`config.mk`:
```
export PLATFORM = sky130hd
export DESIGN_NAME = bus_cycle_ctrl
export DESIGN_NICKNAME = d
export VERILOG_FILES = /design/src/rtl/bus_cycle_pkg.sv /design/src/rtl/bus_seq.sv /design/src/rtl/bus_req_reg.sv /design/src/rtl/bus_pin_drv.sv /design/src/rtl/bus_rd_cap.sv /design/src/rtl/bus_cycle_ctrl.sv
export SDC_FILE = /design/constraint.sdc
export NUM_CORES = 1
export LEC_CHECK = 0
export BUFFER_PORTS_ARGS = -buffer_cell sky130_fd_sc_hd__buf_2
export CAP_MARGIN = 25
export CELL_PAD_IN_SITES_DETAIL_PLACEMENT = 1
export CELL_PAD_IN_SITES_GLOBAL_PLACEMENT = 1
export CORE_MARGIN = 2
export CORE_UTILIZATION = 37
export DETAILED_ROUTE_END_ITERATION = 8
export PLACE_DENSITY_LB_ADDON = 0.12
export SYNTH_ARGS = -nofsm -noshare
export SYNTH_HDL_FRONTEND = slang
export SYNTH_SLANG_ARGS = --single-unit
export TNS_END_PERCENT = 50
```
`constraint.sdc`:
```
create_clock -name clk_i -period 1.8 [get_ports clk_i]
set_clock_uncertainty 0.15 [all_clocks]
set_input_delay 0 -clock clk_i [delete_from_list [all_inputs] [get_ports clk_i]]
set_output_delay 0 -clock clk_i [all_outputs]
set_load 0.01 [all_outputs]
```
`src/rtl/bus_cycle_pkg.sv`:
```
package bus_cycle_pkg;
  typedef enum logic [2:0] {
    ST_IDLE, ST_T1, ST_T2, ST_TW, ST_T3, ST_HOLD
  } bus_state_e;

  localparam logic [2:0] KIND_HALT  = 3'b000;
  localparam logic [2:0] KIND_MWR   = 3'b001;
  localparam logic [2:0] KIND_MRD   = 3'b010;
  localparam logic [2:0] KIND_FETCH = 3'b011;
  localparam logic [2:0] KIND_IOWR  = 3'b101;
  localparam logic [2:0] KIND_IORD  = 3'b110;
  localparam logic [2:0] KIND_INTA  = 3'b111;

  function automatic logic kind_is_read(input logic [2:0] k);
    return k[1];
  endfunction

  function automatic logic kind_is_write(input logic [2:0] k);
    return k[1:0] == 2'b01;
  endfunction
endpackage

```
`src/rtl/bus_seq.sv`:
```
module bus_seq
  import bus_cycle_pkg::*;
(
  input  logic       clk_i,
  input  logic       rst_ni,
  input  logic       req_valid_i,
  input  logic       ready_i,
  input  logic       hold_i,
  output bus_state_e state_o,
  output logic       accept_o,
  output logic       hold_ack_o
);
  bus_state_e state_q, state_d;

  // hold wins over a pending request at a boundary
  assign accept_o   = (state_q == ST_IDLE) && !hold_i && req_valid_i;
  assign hold_ack_o = (state_q == ST_HOLD);
  assign state_o    = state_q;

  always_comb begin
    state_d = state_q;
    unique case (state_q)
      ST_IDLE: begin
        if (hold_i)           state_d = ST_HOLD;
        else if (req_valid_i) state_d = ST_T1;
      end
      ST_T1:   state_d = ST_T2;
      ST_T2:   state_d = ready_i ? ST_T3 : ST_TW;
      ST_TW:   state_d = ready_i ? ST_T3 : ST_TW;
      ST_T3:   state_d = ST_IDLE;
      ST_HOLD: state_d = hold_i ? ST_HOLD : ST_IDLE;
      default: state_d = ST_IDLE;
    endcase
  end

  always_ff @(posedge clk_i or negedge rst_ni) begin
    if (!rst_ni) state_q <= ST_IDLE;
    else         state_q <= state_d;
  end
endmodule

```
`src/rtl/bus_req_reg.sv`:
```
module bus_req_reg #(
  parameter int unsigned ADDR_W = 16,
  parameter int unsigned DATA_W = 8
) (
  input  logic              clk_i,
  input  logic              rst_ni,
  input  logic              load_i,
  input  logic [2:0]        kind_i,
  input  logic [ADDR_W-1:0] addr_i,
  input  logic [DATA_W-1:0] wdata_i,
  output logic [2:0]        kind_o,
  output logic [ADDR_W-1:0] addr_o,
  output logic [DATA_W-1:0] wdata_o
);
  always_ff @(posedge clk_i or negedge rst_ni) begin
    if (!rst_ni) begin
      kind_o  <= '0;
      addr_o  <= '0;
      wdata_o <= '0;
    end else if (load_i) begin
      kind_o  <= kind_i;
      addr_o  <= addr_i;
      wdata_o <= wdata_i;
    end
  end
endmodule

```
`src/rtl/bus_pin_drv.sv`:
```
module bus_pin_drv
  import bus_cycle_pkg::*;
#(
  parameter int unsigned ADDR_W = 16,
  parameter int unsigned DATA_W = 8,
  localparam int unsigned HI_W  = ADDR_W - DATA_W
) (
  input  bus_state_e        state_i,
  input  logic              bus_en_i,
  input  logic [2:0]        kind_i,
  input  logic [ADDR_W-1:0] addr_i,
  input  logic [DATA_W-1:0] wdata_i,
  output logic [HI_W-1:0]   addr_hi_o,
  output logic              addr_hi_oe_o,
  output logic [DATA_W-1:0] ad_o,
  output logic              ad_oe_o,
  output logic              ale_o,
  output logic              rd_n_o,
  output logic              wr_n_o,
  output logic [2:0]        status_o,
  output logic              ctrl_oe_o
);
  logic data_phase;
  assign data_phase = (state_i == ST_T2) || (state_i == ST_TW) || (state_i == ST_T3);
  assign addr_hi_o  = addr_i[ADDR_W-1:DATA_W];
  assign status_o   = kind_i;

  always_comb begin
    ale_o        = 1'b0;
    rd_n_o       = 1'b1;
    wr_n_o       = 1'b1;
    ad_o         = addr_i[DATA_W-1:0];
    ad_oe_o      = 1'b0;
    addr_hi_oe_o = bus_en_i;
    ctrl_oe_o    = bus_en_i;
    if (state_i == ST_HOLD) begin
      addr_hi_oe_o = 1'b0;
      ctrl_oe_o    = 1'b0;
    end else if (state_i == ST_T1) begin
      ale_o   = 1'b1;
      ad_oe_o = bus_en_i;
    end else if (data_phase) begin
      rd_n_o = !kind_is_read(kind_i);
      wr_n_o = !kind_is_write(kind_i);
      if (kind_is_write(kind_i)) begin
        ad_o    = wdata_i;
        ad_oe_o = bus_en_i;
      end
    end
  end
endmodule

```
`src/rtl/bus_rd_cap.sv`:
```
module bus_rd_cap
  import bus_cycle_pkg::*;
#(
  parameter int unsigned DATA_W = 8
) (
  input  logic              clk_i,
  input  logic              rst_ni,
  input  bus_state_e        state_i,
  input  logic [2:0]        kind_i,
  input  logic [DATA_W-1:0] ad_i,
  output logic              done_o,
  output logic [DATA_W-1:0] rdata_o
);
  always_ff @(posedge clk_i or negedge rst_ni) begin
    if (!rst_ni) begin
      done_o  <= 1'b0;
      rdata_o <= '0;
    end else begin
      done_o <= (state_i == ST_T3);
      if (state_i == ST_T3 && kind_is_read(kind_i)) rdata_o <= ad_i;
    end
  end
endmodule

```
`src/rtl/bus_cycle_ctrl.sv`:
```
module bus_cycle_ctrl
  import bus_cycle_pkg::*;
#(
  parameter int unsigned ADDR_W = 16,
  parameter int unsigned DATA_W = 8,
  localparam int unsigned HI_W  = ADDR_W - DATA_W
) (
  input  logic              clk_i,
  input  logic              rst_ni,
  input  logic              req_valid_i,
  output logic              req_ready_o,
  input  logic [2:0]        req_kind_i,
  input  logic [ADDR_W-1:0] req_addr_i,
  input  logic [DATA_W-1:0] req_wdata_i,
  output logic              done_o,
  output logic [DATA_W-1:0] rdata_o,
  input  logic              ready_i,
  input  logic              hold_i,
  output logic              hold_ack_o,
  output logic [HI_W-1:0]   addr_hi_o,
  output logic              addr_hi_oe_o,
  output logic [DATA_W-1:0] ad_o,
  input  logic [DATA_W-1:0] ad_i,
  output logic              ad_oe_o,
  output logic              ale_o,
  output logic              rd_n_o,
  output logic              wr_n_o,
  output logic [2:0]        status_o,
  output logic              ctrl_oe_o
);
  bus_state_e        state_w;
  logic              accept_w;
  logic              bus_en_q;
  logic [2:0]        kind_q;
  logic [ADDR_W-1:0] addr_q;
  logic [DATA_W-1:0] wdata_q;

  // pins stay floated until the first edge after reset release
  always_ff @(posedge clk_i or negedge rst_ni) begin
    if (!rst_ni) bus_en_q <= 1'b0;
    else         bus_en_q <= 1'b1;
  end

  assign req_ready_o = (state_w == ST_IDLE) && !hold_i;

  bus_seq u_seq (
    .clk_i       (clk_i),
    .rst_ni      (rst_ni),
    .req_valid_i (req_valid_i),
    .ready_i     (ready_i),
    .hold_i      (hold_i),
    .state_o     (state_w),
    .accept_o    (accept_w),
    .hold_ack_o  (hold_ack_o)
  );

  bus_req_reg #(.ADDR_W(ADDR_W), .DATA_W(DATA_W)) u_req (
    .clk_i   (clk_i),
    .rst_ni  (rst_ni),
    .load_i  (accept_w),
    .kind_i  (req_kind_i),
    .addr_i  (req_addr_i),
    .wdata_i (req_wdata_i),
    .kind_o  (kind_q),
    .addr_o  (addr_q),
    .wdata_o (wdata_q)
  );

  bus_pin_drv #(.ADDR_W(ADDR_W), .DATA_W(DATA_W)) u_drv (
    .state_i      (state_w),
    .bus_en_i     (bus_en_q),
    .kind_i       (kind_q),
    .addr_i       (addr_q),
    .wdata_i      (wdata_q),
    .addr_hi_o    (addr_hi_o),
    .addr_hi_oe_o (addr_hi_oe_o),
    .ad_o         (ad_o),
    .ad_oe_o      (ad_oe_o),
    .ale_o        (ale_o),
    .rd_n_o       (rd_n_o),
    .wr_n_o       (wr_n_o),
    .status_o     (status_o),
    .ctrl_oe_o    (ctrl_oe_o)
  );

  bus_rd_cap #(.DATA_W(DATA_W)) u_cap (
    .clk_i   (clk_i),
    .rst_ni  (rst_ni),
    .state_i (state_w),
    .kind_i  (kind_q),
    .ad_i    (ad_i),
    .done_o  (done_o),
    .rdata_o (rdata_o)
  );
endmodule

```
==> flow_summary.ini, run 1 <==
[cts]
cts_made_buffers = 5
clk_path_buf_depth = 2
clock_sinks = 40
cts_htree_levels = 2
clk_latency_ps = 280
tritoncts = built
cts_root_buffer = clkbuf_8
cts.clk_slew.worst_paths_ps = 80

[synth]
synth.area.mux_share_pct = 29.98
yosysTopAreaCell = dfrtp_1
yosysUniqueCellTypes = 28
syn_inst = 125
synth_top_family_by_area = multiplexers
ys_warn_count = 0
synth_area_um2 = 1866
synthXorXnorAreaFrac_pct = 0.4695
synth-simple-area-share_pct = 5.902
synth_compound_area_share_pct = 3.152
synth_edf_count = 0
synth_area_per_cell_um2 = 14.92
ys_async_sr_fraction_pct = 100.0
syn_nets = 165
synthAdderAreaFrac_pct = 0
synth_common_cells = dfrtp_1, mux2_2, mux2_4, buf_4
synth_area_leaders = dfrtp_1, mux2_4, mux2_2
synth_most_common_cell = dfrtp_1
ys.flop_type = dfrtp_1
yosysTopAreaCellShare_pct = 53.66
yosys_register_bits = 40
ys_seq_area_share_pct = 53.66

[final_layout]
drive_gt1_share_pct = 60.56
num_antenna_cells = 0
multi_input_area_um2 = 770.7
layoutNonFillerInstCount = 318
seq_area_um2 = 1005
fin_nets = 290
syn2layout_area_growth_pct = 58.48
fillers = 502

[critical_path]
end_kind = output port
critPathKind = register to output port
critPathLaunchType = register
crit_path_max_fanout = 4
cp.arrival_ps = 1710
cp.required_ps = 1650

[placed_design]
dp_hpwl_um = 2948
placed_cells = 257
place.gp.congestion = 0.7420
io_buffer_count = 75

[global_routing]
grt.total_usage_pct = 18.55
grt_max_degree = 41
grt_pass1_wl_um = 7693
grt-busiest-layer = met2
gr-usage-met1_pct = 20.98
globalRouteMet2Util_pct = 34.60
first_global_vias = 1626
grt-ovfl-total = 0
met3_usage_pct = 4.284
antenna_found_initial = 0

[drt]
drc = 0
vias_per_cell = 4.582
wl_per_cell_um = 16.11
final_antenna_net_count = 0
first_pass_iters = 2
routed_wirelength_um = 5123
drt_iter0_drc = 36
vias = 1457

[sta]
finalSetupTns_ps = -447.8
fin_ws_ps = -61.51
grt_setup_unrepaired = yes
post-route-period-util_pct = 103.4
relSlewSlack_pct = 40.47
period_needed_ps = 1862
fmax_ghz = 0.5372
tightestPinTransition_ps = 892.9
finalMaxSlewViolations = 0
hold_viol = 0
finalSetupViolCount = 19

[job]
cap_violations = 0

[floorplanning]
num_rows = 25
ios = 76
chipWidth_um = 75.01
die_area_um2 = 5626
start_util_pct = 38.98
die_h_um = 75.01
fp.coreArea_um2 = 4786

[status]
status = complete, but fails checks
violations = setup timing

[min_path]
min_path_type = input port to async pin

[power_and_ir_drop]
finalPower_uw = 4608
p_per_area_nw_per_um2 = 1559
ir_drop_uv = 710.1
cellLeakagePower_uw = 0.001488
registers in the layout, summed over array words and instances, names as in the netlist:
register and count:
u_req.kind_o 3, u_req.addr_o 16, u_cap.rdata_o 8, u_seq.state_o 3, bus_en_q 1, u_req.wdata_o 8
u_cap.done_o 1
placed cells by master (no fill, tap or decap), drive strengths merged:
cell | Yosys | routed
conb | 1 | 1
nand3 | 1 | 1
o311a | 1 | 1
a21oi | 1 | 1
nand2b | 1 | 1
nor3b | 2 | 2
inv | 2 | 2
a32o | 1 | 1
nor2 | 2 | 2
buf | 15 | 93
and2 | 1 | 1
and3 | 1 | 1
nand2 | 3 | 3
dfrtp | 40 | 40
nor2b | 3 | 3
mux2 | 43 | 43
xnor2 | 1 | 1
dlygate4sd3 | 0 | 39
o31ai | 1 | 1
nor4 | 1 | 1
clkbuf | 0 | 9
o21ai | 2 | 2
a22o | 1 | 1
o21bai | 1 | 1
power breakdown:
group,internal [µW],switching [µW]
Clock,313,310
Combinational,1430,937
Sequential,1350,270
Total,3090,1520
per-stage QoR:
stage | setup slack, ps | utilization (%) | instance area, µm² | hold WS (ps)
CTS | -43.47 | 60.44 | 2893 | 258.0
finish | -61.51 | 61.78 | 2957 | 223.2
global placement | 97.80 | 47.19 | 2258 | 13.79
detailed placement | 37.19 | 47.19 | 2258 | 32.07
floorplan | 43.04 | - | 1866 | -445.6
global route | -106.9 | 61.78 | 2957 | 314.5
logic make-up (layout without fill, tap and decap cells):
kind of cell           after synthesis  in the layout
multiplexers                        43             43
flip-flops                          40             40
buffers and inverters               17            143
AND/OR/NAND/NOR                     15             15
AO/OA/AOI/OAI                        8              8
other                                1              1
XOR/XNOR                             1              1
routing by layer:
metal	up-vias	part of all wire, %	routed length (µm)
met1	731	39	1995
met3	4	5.2	267
li1	677	-	-
met5	-	0	0
met2	45	55	2816
met4	0	0.84	43
cell type report:
cell class | count | area share (%)
Tap cell | 67 | 2.835
Inverter | 2 | 0.2539
Multi-Input combinational cell | 68 | 26.07
Sequential cell | 40 | 33.98
Clock buffer | 8 | 3.047
Timing Repair Buffer | 133 | 33.81
critical path, stage by stage, from the launching register on:
cell	delay (ps)
dfrtp_2	450
nor3b_4	300
o21bai_4	100
buf_6	140
mux2_4	310
buf_6	130
timing repair:
item                                    CTS  global route
hold endpoints to repair                 78             0
hold buffers                             39             0
cloned                                    1             1
setup buffers                             7             5
gates resized for setup                  22             1
endpoints found under the setup margin    8            42
pin swaps                                 3             0
final timing paths:
| path | start | cells past startpoint | end | slack (ps) |
|---|---|---|---|---|
| max | u_seq.state_o[1] | 5 | ad_o[0] | -60 |
| min | rst_ni | 2 | u_seq.state_o[0] | 220 |
| max reg2reg | u_seq.state_o[1] | 5 | u_req.addr_o[11] | -20 |
| min reg2reg | u_cap.rdata_o[3] | 1 | u_cap.rdata_o[3] | 360 |
| max in group asynchronous | rst_ni | 2 | u_seq.state_o[1] | 660 |
| min in group clk_i | req_addr_i[14] | 3 | u_req.addr_o[14] | 320 |
(Power assumes the default switching activity.)
==> run 2, diff against run 1 <==
--- a/config.mk
+++ b/config.mk
@@ -5,7 +5,7 @@
 export SDC_FILE = /design/constraint.sdc
 export NUM_CORES = 1
 export LEC_CHECK = 0
-export BUFFER_PORTS_ARGS = -buffer_cell sky130_fd_sc_hd__buf_2
+export BUFFER_PORTS_ARGS = -buffer_cell sky130_fd_sc_hd__buf_4
 export CAP_MARGIN = 25
 export CELL_PAD_IN_SITES_DETAIL_PLACEMENT = 1
 export CELL_PAD_IN_SITES_GLOBAL_PLACEMENT = 1
==> run 2 against run 1 <==
The flow still finishes with violations (setup timing). Critical path depth stayed put. Total power is 10% higher. Sequential power hardly changed. Routed wire length is 4.7% higher. Die area stayed put. Maximum frequency hardly changed. Count of clock-buffer cells in the layout is 1 lower. Core utilization is 4.7 points higher. Clock power is 28% higher.
==> flow_summary.ini, run 2 (synthesis results as in run 1) <==
[critical_path]
crit_path_max_fanout = 5
ff2ff_setup_slack_ps = 0
end_kind = output port
cp.arrival_ps = 1710
critPathLaunchType = register
cp.required_ps = 1650
rr_worst_depth = 5
critPathKind = register to output port

[sta]
post-route-period-util_pct = 103.5
grt_setup_unrepaired = yes
tightestPinTransition_ps = 516.6
relSlewSlack_pct = 65.56
finalSetupViolCount = 8
period_needed_ps = 1863
fin_ws_ps = -63.08
fmax_ghz = 0.5367
finalMaxSlewViolations = 0
hold_viol = 0

[global_routing]
grt-ovfl-total = 0
first_global_vias = 1599
antenna_found_initial = 0
grt_max_degree = 41
grt.total_usage_pct = 19.84
grt_pass1_wl_um = 8024

[min_path]
min_path_type = input port to async pin

[cts]
cts.clk_slew.worst_paths_ps = 70
cts_root_buffer = clkbuf_8
cts_htree_levels = 2
clk_latency_ps = 280
tritoncts = built
clk_path_buf_depth = 2
cts_made_buffers = 5
clock_sinks = 40

[placed_design]
place.gp.congestion = 0.7359
placed_cells = 256
io_buffer_count = 75
place_ws_ps = 11.40
dp_hpwl_um = 3022
place_area_um2 = 2439

[floorplanning]
chipWidth_um = 75.01
die_area_um2 = 5626
ios = 76
fp.coreArea_um2 = 4786
die_h_um = 75.01
start_util_pct = 38.98
num_rows = 25

[final_layout]
layoutNonFillerInstCount = 317
largest_register_ff_count = 16
reg.largest.list = u_req.addr_o x16, u_cap.rdata_o x8, u_req.wdata_o x8
drive_gt1_share_pct = 61.60
fin_nets = 289
num_antenna_cells = 0
final_cell_area_um2 = 3181
final_util_pct = 66.46
syn2layout_area_growth_pct = 70.49
final_cell_mix = buf_4, dlygate4sd3_1, dfrtp_1
top_register = u_req.addr_o
fillers = 443
final_common_cell = buf_4

[power_and_ir_drop]
p_per_area_nw_per_um2 = 1597
ir_drop_uv = 764.4
cellLeakagePower_uw = 0.001580

[drt]
first_pass_iters = 4
vias_per_cell = 4.634
vias = 1469
routed_wirelength_um = 5364
wl_per_cell_um = 16.92
drc = 0
drt_iter0_drc = 31
final_antenna_net_count = 0

[status]
violations = setup timing
status = complete, but fails checks

[job]
cap_violations = 0
## run 2: power breakdown
| part | leakage (µW) | total, µW | internal, µW | switching (µW) |
|---|---|---|---|---|
| clock network | 0.0000645 | 798 | 489 | 309 |
| registers | 0.000477 | 1620 | 1350 | 272 |
| logic | 0.00104 | 2660 | 1690 | 975 |
## run 2: area by class of cell
type                       instances  area [µm²]  share of cell area, %
timing repair buffer             132        1165                  36.62
clock inverter                     1       30.03                 0.9441
inverter                           2       7.507                 0.2360
sequential                        40        1005                  31.59
tap                               67       83.83                  2.636
multi-input combinational         68       793.3                  24.94
clock buffer                       7       96.34                  3.029
## run 2: what timing repair did
action	4_1_cts	5_1_grt
cloned	1	0
setup endpoints to repair	9	35
hold buffers	39	0
endpoints found under the hold margin	78	0
resized for setup	25	10
buffers inserted	7	6
pin swaps	4	3
## run 2: metal layers
| layer | global-route usage (%) | share of wire [%] | up-vias | routed length (µm) |
|---|---|---|---|---|
| li1 | - | - | 672 | - |
| met1 | 21.47 | 38 | 734 | 2049 |
| met2 | 37.13 | 55 | 53 | 2929 |
| met3 | 4.552 | 4.9 | 10 | 262 |
| met4 | 7.738 | 2.3 | 0 | 122 |
| met5 | 0 | 0 | - | 0 |
## run 2: worst max-delay path, stage by stage, from the launching register on
cell and delay (ps):
dfrtp_2 460, nor3b_4 270, o21bai_4 120, buf_6 150
mux2_4 310, buf_6 120
## run 2: worst paths after layout
path | startpoint | endpoint
worst max-delay path | u_seq.state_o[1] | ad_o[4]
min in group clk_i | req_addr_i[12] | u_req.addr_o[12]
worst min register to register | u_cap.rdata_o[4] | u_cap.rdata_o[4]
worst min-delay path | rst_ni | u_seq.state_o[0]
max in group asynchronous | rst_ni | u_seq.state_o[1]
worst max register to register | u_seq.state_o[0] | u_req.wdata_o[1]
## run 2: per-stage QoR
| stage | power [µW] | setup TNS [ps] | hold slack, ps |
|---|---|---|---|
| after floorplan | 2927 | 0 | -445.6 |
| after global placement | 3626 | 0 | -146.6 |
| after detailed placement | 3719 | 0 | -138.1 |
| after CTS | 4948 | -239.0 | 96.80 |
| after global routing | 5375 | -1337 | 120.3 |
| final | 5079 | -379.6 | 96.95 |
